File: config.mk
export PLATFORM = sky130hd
export DESIGN_NAME = i2c_sensor_target
export DESIGN_NICKNAME = d
export VERILOG_FILES = /design/src/rtl/i2c_sns_pkg.sv /design/src/rtl/i2c_line_sampler.sv /design/src/rtl/sns_axis_regs.sv /design/src/rtl/i2c_target_engine.sv /design/src/rtl/i2c_sensor_target.sv
export SDC_FILE = /design/constraint.sdc
export NUM_CORES = 1
export LEC_CHECK = 0
export ABC_AREA = 1
export BUFFER_PORTS_ARGS = -buffer_cell sky130_fd_sc_hd__buf_2
export CORE_UTILIZATION = 45
export CTS_CLUSTER_DIAMETER = 200
export DETAILED_ROUTE_END_ITERATION = 10
export GPL_TIMING_DRIVEN = 0
export PLACE_DENSITY = 0.63
export SETUP_SLACK_MARGIN = 0.5
export SLEW_MARGIN = 30
export SYNTH_ARGS = -nofsm -noshare
export SYNTH_HDL_FRONTEND = slang
export SYNTH_SLANG_ARGS = --single-unit
File: constraint.sdc
create_clock -name clk -period 3.7 [get_ports clk]
set_input_delay 0.555 -clock clk [delete_from_list [all_inputs] [get_ports clk]]
set_output_delay 0.555 -clock clk [all_outputs]
set_load 0.005 [all_outputs]
File: src/rtl/i2c_sns_pkg.sv
package i2c_sns_pkg;

  // Number of axes served by the register map.
  localparam int NUM_AXES = 3;

  // Byte-transfer engine states.
  typedef enum logic [2:0] {
    ST_IDLE,
    ST_ADDR,
    ST_AACK,
    ST_WDATA,
    ST_WACK,
    ST_RDATA,
    ST_RACK,
    ST_IGNORE
  } eng_state_t;

endpackage

File: src/rtl/i2c_line_sampler.sv
module i2c_line_sampler #(
  parameter int SYNC_STAGES = 2
) (
  input  logic clk,
  input  logic rst_n,
  input  logic scl_i,
  input  logic sda_i,
  output logic scl_s,
  output logic sda_s,
  output logic scl_rise,
  output logic scl_fall,
  output logic start_det,
  output logic stop_det
);

  logic [SYNC_STAGES-1:0] scl_sh_q, scl_sh_d;
  logic [SYNC_STAGES-1:0] sda_sh_q, sda_sh_d;
  logic                   scl_prev_q, sda_prev_q;

  generate
    if (SYNC_STAGES == 1) begin : g_one
      assign scl_sh_d = scl_i;
      assign sda_sh_d = sda_i;
    end else begin : g_many
      assign scl_sh_d = {scl_sh_q[SYNC_STAGES-2:0], scl_i};
      assign sda_sh_d = {sda_sh_q[SYNC_STAGES-2:0], sda_i};
    end
  endgenerate

  always_ff @(posedge clk or negedge rst_n) begin
    if (!rst_n) begin
      scl_sh_q   <= '1;
      sda_sh_q   <= '1;
      scl_prev_q <= 1'b1;
      sda_prev_q <= 1'b1;
    end else begin
      scl_sh_q   <= scl_sh_d;
      sda_sh_q   <= sda_sh_d;
      scl_prev_q <= scl_s;
      sda_prev_q <= sda_s;
    end
  end

  always_comb begin
    scl_s     = scl_sh_q[SYNC_STAGES-1];
    sda_s     = sda_sh_q[SYNC_STAGES-1];
    scl_rise  = scl_s & ~scl_prev_q;
    scl_fall  = ~scl_s & scl_prev_q;
    start_det = scl_s & scl_prev_q & sda_prev_q & ~sda_s;
    stop_det  = scl_s & scl_prev_q & ~sda_prev_q & sda_s;
  end

endmodule

File: src/rtl/sns_axis_regs.sv
module sns_axis_regs #(
  parameter int AXES      = 3,
  parameter int AXIS_W    = 16,
  parameter int READ_BASE = 1,
  parameter int OFS_BASE  = 9
) (
  input  logic                   clk,
  input  logic                   rst_n,
  input  logic                   sample_valid,
  input  logic [AXES*AXIS_W-1:0] raw_flat,
  input  logic [7:0]             reg_addr,
  input  logic                   wr_en,
  input  logic [7:0]             wr_data,
  input  logic                   rd_take,
  input  logic                   txn_end,
  output logic [7:0]             rd_data,
  output logic                   drdy,
  output logic                   publish,
  output logic                   last_read
);

  localparam int BPA       = AXIS_W / 8;
  localparam int READ_LAST = READ_BASE + AXES * BPA - 1;

  logic [AXIS_W-1:0] rdg_all [AXES];
  logic [AXIS_W-1:0] ofs_all [AXES];

  logic pend_q, pend_d;
  logic hold_q, hold_d;
  logic drdy_q, drdy_d;
  logic first_read;

  always_comb begin
    first_read = rd_take && (reg_addr == 8'(READ_BASE));
    last_read  = rd_take && (reg_addr == 8'(READ_LAST));
    publish    = pend_q && !hold_q && !first_read;
    pend_d     = sample_valid || (pend_q && !publish);
    if (txn_end || last_read) hold_d = 1'b0;
    else if (first_read)      hold_d = 1'b1;
    else                      hold_d = hold_q;
    if (publish)        drdy_d = 1'b1;
    else if (last_read) drdy_d = 1'b0;
    else                drdy_d = drdy_q;
  end

  always_ff @(posedge clk or negedge rst_n) begin
    if (!rst_n) begin
      pend_q <= 1'b0;
      hold_q <= 1'b0;
      drdy_q <= 1'b0;
    end else begin
      pend_q <= pend_d;
      hold_q <= hold_d;
      drdy_q <= drdy_d;
    end
  end

  assign drdy = drdy_q;

  generate
    for (genvar ax = 0; ax < AXES; ax++) begin : g_axis
      logic [AXIS_W-1:0] ofs_q, ofs_d;
      logic [AXIS_W-1:0] raw_q, raw_d;
      logic [AXIS_W-1:0] rdg_q, rdg_d;

      always_comb begin
        ofs_d = ofs_q;
        for (int by = 0; by < BPA; by++) begin
          if (wr_en && (reg_addr == 8'(OFS_BASE + ax * BPA + by)))
            ofs_d[(BPA-1-by)*8 +: 8] = wr_data;
        end
        raw_d = sample_valid ? raw_flat[ax*AXIS_W +: AXIS_W] : raw_q;
        rdg_d = publish ? (raw_q - ofs_q) : rdg_q;
      end

      always_ff @(posedge clk or negedge rst_n) begin
        if (!rst_n) begin
          ofs_q <= '0;
          raw_q <= '0;
          rdg_q <= '0;
        end else begin
          ofs_q <= ofs_d;
          raw_q <= raw_d;
          rdg_q <= rdg_d;
        end
      end

      assign rdg_all[ax] = rdg_q;
      assign ofs_all[ax] = ofs_q;
    end
  endgenerate

  always_comb begin
    rd_data = 8'h00;
    for (int ax = 0; ax < AXES; ax++) begin
      for (int by = 0; by < BPA; by++) begin
        if (reg_addr == 8'(READ_BASE + ax * BPA + by))
          rd_data = rdg_all[ax][(BPA-1-by)*8 +: 8];
        if (reg_addr == 8'(OFS_BASE + ax * BPA + by))
          rd_data = ofs_all[ax][(BPA-1-by)*8 +: 8];
      end
    end
  end

endmodule

File: src/rtl/i2c_target_engine.sv
module i2c_target_engine
  import i2c_sns_pkg::*;
#(
  parameter logic [6:0] TARGET_ADDR    = 7'h0E,
  parameter int         STRETCH_CYCLES = 24
) (
  input  logic       clk,
  input  logic       rst_n,
  input  logic       sda_s,
  input  logic       scl_rise,
  input  logic       scl_fall,
  input  logic       start_det,
  input  logic       stop_det,
  input  logic [7:0] rd_data,
  output logic [7:0] reg_addr,
  output logic       wr_en,
  output logic [7:0] wr_data,
  output logic       rd_take,
  output logic       txn_end,
  output logic       sda_low,
  output logic       scl_low,
  output eng_state_t state
);

  localparam int SW = $clog2(STRETCH_CYCLES + 1);
  localparam logic [SW-1:0] STRETCH_LOAD = SW'(STRETCH_CYCLES);

  eng_state_t    st_q, st_d;
  logic [3:0]    bit_q, bit_d;
  logic [7:0]    sh_q, sh_d;
  logic          rw_q, rw_d;
  logic          ptrph_q, ptrph_d;
  logic [7:0]    ptr_q, ptr_d;
  logic          sda_q, sda_d;
  logic          ack_q, ack_d;
  logic [SW-1:0] str_q, str_d;

  always_comb begin
    st_d    = st_q;
    bit_d   = bit_q;
    sh_d    = sh_q;
    rw_d    = rw_q;
    ptrph_d = ptrph_q;
    ptr_d   = ptr_q;
    sda_d   = sda_q;
    ack_d   = ack_q;
    str_d   = (str_q != '0) ? (str_q - 1'b1) : str_q;
    wr_en   = 1'b0;
    rd_take = 1'b0;
    txn_end = 1'b0;

    if (start_det) begin
      st_d    = ST_ADDR;
      bit_d   = 4'd0;
      sda_d   = 1'b0;
      str_d   = '0;
      txn_end = 1'b1;
    end else if (stop_det) begin
      st_d    = ST_IDLE;
      sda_d   = 1'b0;
      str_d   = '0;
      txn_end = 1'b1;
    end else begin
      case (st_q)
        ST_ADDR: begin
          if (scl_rise) begin
            sh_d  = {sh_q[6:0], sda_s};
            bit_d = bit_q + 4'd1;
          end else if (scl_fall && bit_q == 4'd8) begin
            if (sh_q[7:1] == TARGET_ADDR) begin
              st_d  = ST_AACK;
              sda_d = 1'b1;
              rw_d  = sh_q[0];
            end else begin
              st_d = ST_IGNORE;
            end
          end
        end
        ST_AACK: begin
          if (scl_fall) begin
            str_d = STRETCH_LOAD;
            bit_d = 4'd0;
            if (rw_q) begin
              st_d    = ST_RDATA;
              sh_d    = rd_data;
              sda_d   = ~rd_data[7];
              rd_take = 1'b1;
              ptr_d   = ptr_q + 8'd1;
            end else begin
              st_d    = ST_WDATA;
              sda_d   = 1'b0;
              ptrph_d = 1'b1;
            end
          end
        end
        ST_WDATA: begin
          if (scl_rise) begin
            sh_d  = {sh_q[6:0], sda_s};
            bit_d = bit_q + 4'd1;
          end else if (scl_fall && bit_q == 4'd8) begin
            st_d  = ST_WACK;
            sda_d = 1'b1;
            if (ptrph_q) begin
              ptr_d   = sh_q;
              ptrph_d = 1'b0;
            end else begin
              wr_en = 1'b1;
              ptr_d = ptr_q + 8'd1;
            end
          end
        end
        ST_WACK: begin
          if (scl_fall) begin
            st_d  = ST_WDATA;
            sda_d = 1'b0;
            bit_d = 4'd0;
            str_d = STRETCH_LOAD;
          end
        end
        ST_RDATA: begin
          if (scl_fall) begin
            if (bit_q == 4'd7) begin
              st_d  = ST_RACK;
              sda_d = 1'b0;
            end else begin
              sh_d  = {sh_q[6:0], 1'b0};
              sda_d = ~sh_q[6];
              bit_d = bit_q + 4'd1;
            end
          end
        end
        ST_RACK: begin
          if (scl_rise) begin
            ack_d = ~sda_s;
          end else if (scl_fall) begin
            if (ack_q) begin
              st_d    = ST_RDATA;
              str_d   = STRETCH_LOAD;
              bit_d   = 4'd0;
              sh_d    = rd_data;
              sda_d   = ~rd_data[7];
              rd_take = 1'b1;
              ptr_d   = ptr_q + 8'd1;
            end else begin
              st_d = ST_IGNORE;
            end
          end
        end
        default: ;
      endcase
    end
  end

  always_ff @(posedge clk or negedge rst_n) begin
    if (!rst_n) begin
      st_q    <= ST_IDLE;
      bit_q   <= 4'd0;
      sh_q    <= 8'h00;
      rw_q    <= 1'b0;
      ptrph_q <= 1'b0;
      ptr_q   <= 8'h00;
      sda_q   <= 1'b0;
      ack_q   <= 1'b0;
      str_q   <= '0;
    end else begin
      st_q    <= st_d;
      bit_q   <= bit_d;
      sh_q    <= sh_d;
      rw_q    <= rw_d;
      ptrph_q <= ptrph_d;
      ptr_q   <= ptr_d;
      sda_q   <= sda_d;
      ack_q   <= ack_d;
      str_q   <= str_d;
    end
  end

  assign reg_addr = ptr_q;
  assign wr_data  = sh_q;
  assign sda_low  = sda_q;
  assign scl_low  = (str_q != '0);
  assign state    = st_q;

endmodule

File: src/rtl/i2c_sensor_target.sv
module i2c_sensor_target
  import i2c_sns_pkg::*;
#(
  parameter logic [6:0] TARGET_ADDR    = 7'h0E,
  parameter int         AXIS_W         = 16,
  parameter int         STRETCH_CYCLES = 24,
  parameter int         SYNC_STAGES    = 2
) (
  input  logic              clk,
  input  logic              rst_n,
  input  logic              scl_i,
  input  logic              sda_i,
  output logic              scl_drive_low,
  output logic              sda_drive_low,
  input  logic              sample_valid,
  input  logic [AXIS_W-1:0] raw_x,
  input  logic [AXIS_W-1:0] raw_y,
  input  logic [AXIS_W-1:0] raw_z,
  output logic              drdy_irq
);

  localparam int READ_BASE = 1;
  localparam int OFS_BASE  = 9;

  logic       scl_sync, sda_sync, scl_rise, scl_fall, start_det, stop_det;
  logic [7:0] reg_addr, wr_data, rd_data;
  logic       wr_en, rd_take, txn_end, publish, last_read;
  eng_state_t eng_state;

  i2c_line_sampler #(
    .SYNC_STAGES(SYNC_STAGES)
  ) u_lines (
    .clk      (clk),
    .rst_n    (rst_n),
    .scl_i    (scl_i),
    .sda_i    (sda_i),
    .scl_s    (scl_sync),
    .sda_s    (sda_sync),
    .scl_rise (scl_rise),
    .scl_fall (scl_fall),
    .start_det(start_det),
    .stop_det (stop_det)
  );

  i2c_target_engine #(
    .TARGET_ADDR   (TARGET_ADDR),
    .STRETCH_CYCLES(STRETCH_CYCLES)
  ) u_eng (
    .clk      (clk),
    .rst_n    (rst_n),
    .sda_s    (sda_sync),
    .scl_rise (scl_rise),
    .scl_fall (scl_fall),
    .start_det(start_det),
    .stop_det (stop_det),
    .rd_data  (rd_data),
    .reg_addr (reg_addr),
    .wr_en    (wr_en),
    .wr_data  (wr_data),
    .rd_take  (rd_take),
    .txn_end  (txn_end),
    .sda_low  (sda_drive_low),
    .scl_low  (scl_drive_low),
    .state    (eng_state)
  );

  sns_axis_regs #(
    .AXES     (NUM_AXES),
    .AXIS_W   (AXIS_W),
    .READ_BASE(READ_BASE),
    .OFS_BASE (OFS_BASE)
  ) u_regs (
    .clk         (clk),
    .rst_n       (rst_n),
    .sample_valid(sample_valid),
    .raw_flat    ({raw_z, raw_y, raw_x}),
    .reg_addr    (reg_addr),
    .wr_en       (wr_en),
    .wr_data     (wr_data),
    .rd_take     (rd_take),
    .txn_end     (txn_end),
    .rd_data     (rd_data),
    .drdy        (drdy_irq),
    .publish     (publish),
    .last_read   (last_read)
  );

endmodule

-- Word level (Yosys, flattened, before mapping)
Index checks and enable logic that the tools add are counted.
- flip-flop bits (word level): 185
- input bits: 53
- output and inout bits: 3
- word-level logic and storage cells: 242
- bitwise operators: 16
- multiplexer cells: 105
- equal/unequal tests: 52
- add/subtract/negate cells: 6
- reductions and logical operators: 35
- operators by type and width (operator ; count):
    $mux 8 ; 28
    $eq 8x4->1 const B ; 6
    $sub 16x16->16 ; 3
    $mux 3 ; 14
    $mux 1 ; 38
    $mux 4 ; 9
    $ne 4x3->1 const B ; 9
    $mux 5 ; 7
    $pmux 8 s4 ; 1
    $eq 8x3->1 const B ; 3
    $pmux 8 s3 ; 1
    $reduce_and 11->1 ; 2
    $pmux 3 s6 ; 1
    $eq 8x2->1 const B ; 2
    $pmux 4 s4 ; 1
    $ne 2x1->1 const B ; 7
    $logic_and 1x1->1 ; 12
    $ne 4x4->1 const B ; 3
    $reduce_and 12->1 ; 1
    $ne 2x2->1 const B ; 5
    $pmux 5 s2 ; 1
    $reduce_and 10->1 ; 1
    $reduce_bool 5->1 ; 2
    $eq 3x3->1 const B ; 3
    other kinds (28) ; 54

-- Longest topological paths before layout
- depth after elaboration: 20
- gate-level depth with buffers: 18
- gate-level depth less buffers: 18

-- By module
A second synthesis with hierarchy kept.
- cell total of the unflattened synthesis: 1417
- area, all modules: 11063.1 µm²
- modules (own cells, without submodules) (module ; instances ; sequential area each (µm²) ; area an instance (µm²) ; cells an instance):
    sns_axis_regs ; 1 ; 3678.5 ; 8682.1 ; 1074
    i2c_target_engine ; 1 ; 800.8 ; 2182.1 ; 326
    i2c_line_sampler ; 1 ; 157.7 ; 198.9 ; 17

-- Worst setup path after synthesis
No wires, ideal clock.
- kind: flip-flop to flip-flop
- start: register u_regs.g_axis[2].ofs_q[0]
- end: register u_regs.g_axis[2].rdg_q[12]
- data required time: 3577 ps
- path buffers: 0
- library setup time: 123 ps
- arrival time: 2067 ps
- setup slack: 1510 ps
- clock period less this slack: 2190 ps
- stages on the path, launching flop included: 12
- cells stage by stage: dfrtp_1 -> ha_1 -> fa_1 -> o21ai_1 -> nand2_1 -> nand2_1 -> inv_1 -> o21ai_1 -> a31oi_1 -> o21ai_1 -> xor2_1 -> o21ai_1
- longest elaborated chain between the ends: 1
- ends and longest elaborated chain (item ; line ; source):
    start, declared ; sns_axis_regs.sv:62 ; logic [AXIS_W-1:0] ofs_q, ofs_d;
    start signal, assigned ; sns_axis_regs.sv:82 ; ofs_q <= ofs_d;
    $sub 16x16->16 ; sns_axis_regs.sv:73 ; rdg_d = publish ? (raw_q - ofs_q) : rdg_q;
    end signal, assigned ; sns_axis_regs.sv:84 ; rdg_q <= rdg_d;
    end, declared ; sns_axis_regs.sv:64 ; logic [AXIS_W-1:0] rdg_q, rdg_d;
No other way between the ends.
A chain may end at the register's enable or synchronous reset.

-- Worst setup path in the final report
- start: register u_lines.scl_prev_q
- end: register u_regs.g_axis[2].ofs_q[5]
- longest elaborated chain between the ends: 8
- elaborated cells on any way between the ends: 15
- those cells by class: 5 x mux; 8 x bitwise; 2 x reduce/logical
- ends and longest elaborated chain (item ; line ; source):
    start, declared ; i2c_line_sampler.sv:18 ; logic scl_prev_q, sda_prev_q;
    start signal, assigned ; i2c_line_sampler.sv:39 ; scl_prev_q <= scl_s;
    $and 1x1->1 ; i2c_line_sampler.sv:48 ; scl_fall = ~scl_s & scl_prev_q;
    $logic_and 1x1->1 ; i2c_target_engine.sv:100 ; end else if (scl_fall && bit_q == 4'd8) begin
    $mux 1 ; i2c_target_engine.sv:100 ;
    $mux 1 ; i2c_target_engine.sv:97 ; if (scl_rise) begin
    $mux 1 ; i2c_target_engine.sv:64 ; case (st_q)
    $mux 1 ; i2c_target_engine.sv:58 ; end else if (stop_det) begin
    $mux 1 * ; i2c_target_engine.sv:52 ; if (start_det) begin
    $logic_and 1x1->1 * ; sns_axis_regs.sv:69 ; if (wr_en && (reg_addr == 8'(OFS_BASE + ax * BPA + by)))
Mark *: on every way between the ends. The rest lies on a longest branch, timed or not.

==> results.json <==
{
  "post_synth_and_or_nand_nor_area_fraction": 0.206,
  "slew_worst_pin_ps": 1000,
  "clk_pin_slew_worst_paths_ps": 70,
  "crit_fanout": 10,
  "mappedNetlistArea_um2": 10700,
  "post_route_cells_drive_above_1_share": 0.150,
  "holdWs_ps": -0.108,
  "internal_power_uw": 4190,
  "post_synth_inst_count": 1311,
  "reg2regPathDepth": 8,
  "critical_path.cell_chain": "inv_1 > nor2_4 > nand4_1 > nor3_4 > nand2_1 > clkbuf_1 > nand2_1 > o21ai_0",
  "combinational_family_with_the_most_area_after_synthesis": "simple AND/OR/NAND/NOR gates",
  "cap_violations": 0,
  "drt-initial-drc-count": 750,
  "cts_hold_repair.buffers": 0,
  "worstSetupPathType": "reg2reg",
  "path_depth": 8,
  "area_growth_syn_to_layout_pct": 12.4,
  "cts_made_buffers": 17,
  "syn_area_per_cell_um2": 8.18,
  "filler_cell_count_in_the_final_layout": 2337,
  "cts-root-to-sink-buffers": 2,
  "setup.worst_path.end": "u_regs.g_axis[2].ofs_q[5]$_DFFE_PN0P_",
  "synth.yosys.warnings": 0,
  "num_io_pins": 56,
  "pre_cts_slack_ps": 1090,
  "critical-path-slowest-cell": "nor3_4",
  "antenna_cells_inserted": 0,
  "crit_family": "simple AND/OR/NAND/NOR gates",
  "grt_pass1_vias": 8656,
  "clock_tree_from_tritoncts": "yes",
  "power_frac_seq": 0.366,
  "fin_skew_ps": 13.0,
  "regToRegEndpoint": "u_regs.g_axis[2].ofs_q[5]$_DFFE_PN0P_",
  "gr-usage-all-layers": 0.246,
  "critical-path-top-cell-by-count": "nand2_1",
  "post_drt_via_cell_ratio": 5.25,
  "power_frac_comb": 0.374,
  "chipHeight_um": 156,
  "worst-endpoint-required_ps": 4000,
  "synth_fa_ha_area_frac": 0.0663,
  "rsz_0062_raised_after_global_routing": "false",
  "post_drt_wl_per_cell_um": 16.5,
  "power.leakage_uw": 0.00567,
  "synth_xor_xnor_area_share": 0.0212,
  "post_cts_buffers": 0,
  "route.vias.total": 9019,
  "switching_share": 0.411,
  "hold_viol": 1,
  "start_kind": "register",
  "synth.ff_latch_count": 185,
  "globalplace.congestion": 0.891,
  "netSwitchingPower_uw": 2920,
  "crit_path_end_kind": "register",
  "number_of_gates_resized_after_cts": 0,
  "overflow_after_grt": 0,
  "yosys.cell_types.count": 55,
  "cts.root.buffer_cell": "clkbuf_16",
  "num_clock_sinks": 185,
  "rr_startpoint": "u_lines.scl_prev_q$_DFF_PN1_",
  "floorplan.core_area_um2": 23400,
  "cellPowerDensity_nw_per_um2": 591,
  "mappedNetlistNets": 1419,
  "seq_area_frac_synth": 0.433,
  "timing.final.ws_setup_ps": 1070,
  "dieWidth_um": 156,
  "first_pass_grt_wire_length_mm": 45.7,
  "crit_path_max_incr_delay_ps": 590,
  "setup_tns_ps": 0,
  "cts_max_level": 4,
  "pwr-share-clk": 0.260,
  "place_area_um2": 11500,
  "clock_insertion_delay_at_the_later_pin_of_the_skew_report_ps": 450,
  "number_of_antenna_violations_at_the_first_check_in_global_routing": 0,
  "kind_of_path_behind_the_tightest_hold_check": "in2async",
  "final_antenna_net_count": 0,
  "detailedPlacementHpwl_mm": 20.6,
  "design_area_um2": 12000,
  "ir_drop_worst_vdd_uv": 283,
  "setup_viol_count_final": 0,
  "finalWorstPathRequiredPeriod_ps": 2630,
  "detail_route.first_pass.iterations": 5,
  "violated_checks": "negative hold slack",
  "num-nets-final": 1494,
  "final_max_slew_violation_count": 0,
  "detailed_route_wire_length_mm": 28.3,
  "max-slew-margin-rel": 0.333,
  "synth-compound-area-share": 0.156,
  "max_clock_freq_mhz": 380,
  "outcome": "complete, but fails checks",
  "synth.area.mux_share": 0.0441,
  "buffer_ports.inserted": 54,
  "finalCritPeriodShare": 0.711,
  "rows": 56,
  "drc_violation_count_after_routing": 0,
  "start_util": 0.458,
  "design.die.area_um2": 24400,
  "maximum_number_of_pins_on_one_net_before_global_route_repair": 72,
  "worstPathArrival_ps": 2930,
  "critPathLaunch": "u_lines.scl_prev_q$_DFF_PN1_",
  "critPathBufInv": 2,
  "r2r_setup_slack_ps": 1070
}
final cells by class:
class,instances,area (µm²),area share
sequential,185,4640,0.385
timing repair buffer,56,335,0.0278
clock buffer,18,439,0.0365
multi-input combinational,927,5290,0.439
buffer,30,155,0.0129
clock inverter,14,151,0.0126
inverter,169,636,0.0528
tap,319,399,0.0331
metrics by stage:
stage	std cells	power, µW	util
3_3_place_gp	1684	5210	0.487
5_1_grt	1718	7580	0.515
4_1_cts	1718	7120	0.515
3_5_place_dp	1686	5270	0.489
6_report	1718	7110	0.515
2_1_floorplan	1311	4460	-
registers in the layout, summed over array words and instances (netlist names), 2 cells and up:
signal / flops
u_lines.scl_sh_q: 2
u_lines.sda_sh_q: 2
u_regs.g_axis.rdg_q: 48
u_eng.str_q: 5
u_regs.g_axis.raw_q: 48
u_eng.state: 3
u_regs.g_axis.ofs_q: 48
u_eng.wr_data: 8
u_eng.bit_q: 4
u_eng.reg_addr: 8
cell usage in the layout, fill, tap and decap left out, types with 15 or more instances in the layout:
master,n
dfrtp_1,179
clkbuf_1,15
xor2_1,20
o21ai_0,120
ha_1,52
inv_1,153
buf_2,63
mux2_2,42
clkbuf_16,17
nand2_1,333
a21oi_1,102
nand3_1,62
nor2_1,50
logic make-up after synthesis:
logic type	after synthesis
flops	185
xor+xnor	26
buf+inv	199
compound gates	296
fa+ha+maj	55
simple gates	508
mux	42
per-layer routing:
layer  part of all wire  global-route usage  vias to the layer above  wire, µm
met5                  0                   0                        -         0
met4              0.021              0.0803                        0       599
met3              0.053              0.0363                       41      1500
met2               0.46               0.400                      251     12900
met1               0.47               0.337                     4231     13200
li1                   -                   -                     4496         -
power by group through the flow:
stage          clock, µW  combinational, µW  sequential [µW]
2_1_floorplan          0               1900             2570
5_1_grt             1950               2970             2650
3_3_place_gp           0               2580             2630
3_5_place_dp           0               2630             2640
4_1_cts             1880               2640             2600
6_report            1850               2660             2600
cell usage after synthesis (all sizes together):
master / instances / area [µm²]
nand2: 337 / 1280
dfrtp: 179 / 4480
inv: 167 / 627
o21ai: 134 / 678
a21oi: 109 / 572
nor2: 67 / 339
nand3: 62 / 310
ha: 52 / 651
mux2: 42 / 473
xor2: 20 / 175
nor3: 18 / 116
buf: 15 / 98.8
clkbuf: 15 / 56.3
o31ai: 13 / 111
or2: 10 / 62.6
nand4: 9 / 68.8
a31oi: 7 / 50.1
a211oi: 6 / 45.0
dfstp: 6 / 158
o211ai: 6 / 45.0
xnor2: 6 / 52.6
nand3b: 4 / 30.0
o21a: 4 / 30.0
a21boi: 3 / 22.5
a21o: 3 / 22.5
fa: 3 / 60.1
o221ai: 3 / 26.3
clkinv: 2 / 8.75
o2111ai: 2 / 17.5
a221oi: 1 / 8.76
a22o: 1 / 8.76
a22oi: 1 / 7.51
nor4: 1 / 6.26
o21bai: 1 / 7.51
o22ai: 1 / 6.26
o311ai: 1 / 8.76
worst min-delay path by stage:
stage,to,slack [ps],cells after the start
2_1_floorplan,u_eng.ack_q$_DFFE_PN0P_,260,0
3_3_place_gp,u_lines.scl_sh_q[1]$_DFF_PN1_,350,0
3_5_place_dp,u_lines.scl_sh_q[1]$_DFF_PN1_,350,0
4_1_cts,u_regs.g_axis[0].raw_q[3]$_DFFE_PN0P_,10,1
5_1_grt,u_regs.g_axis[0].raw_q[3]$_DFFE_PN0P_,30,1
6_report,u_regs.g_axis[0].raw_q[3]$_DFFE_PN0P_,-0.1,1
Note: power is estimated with default switching activity, not from simulation.
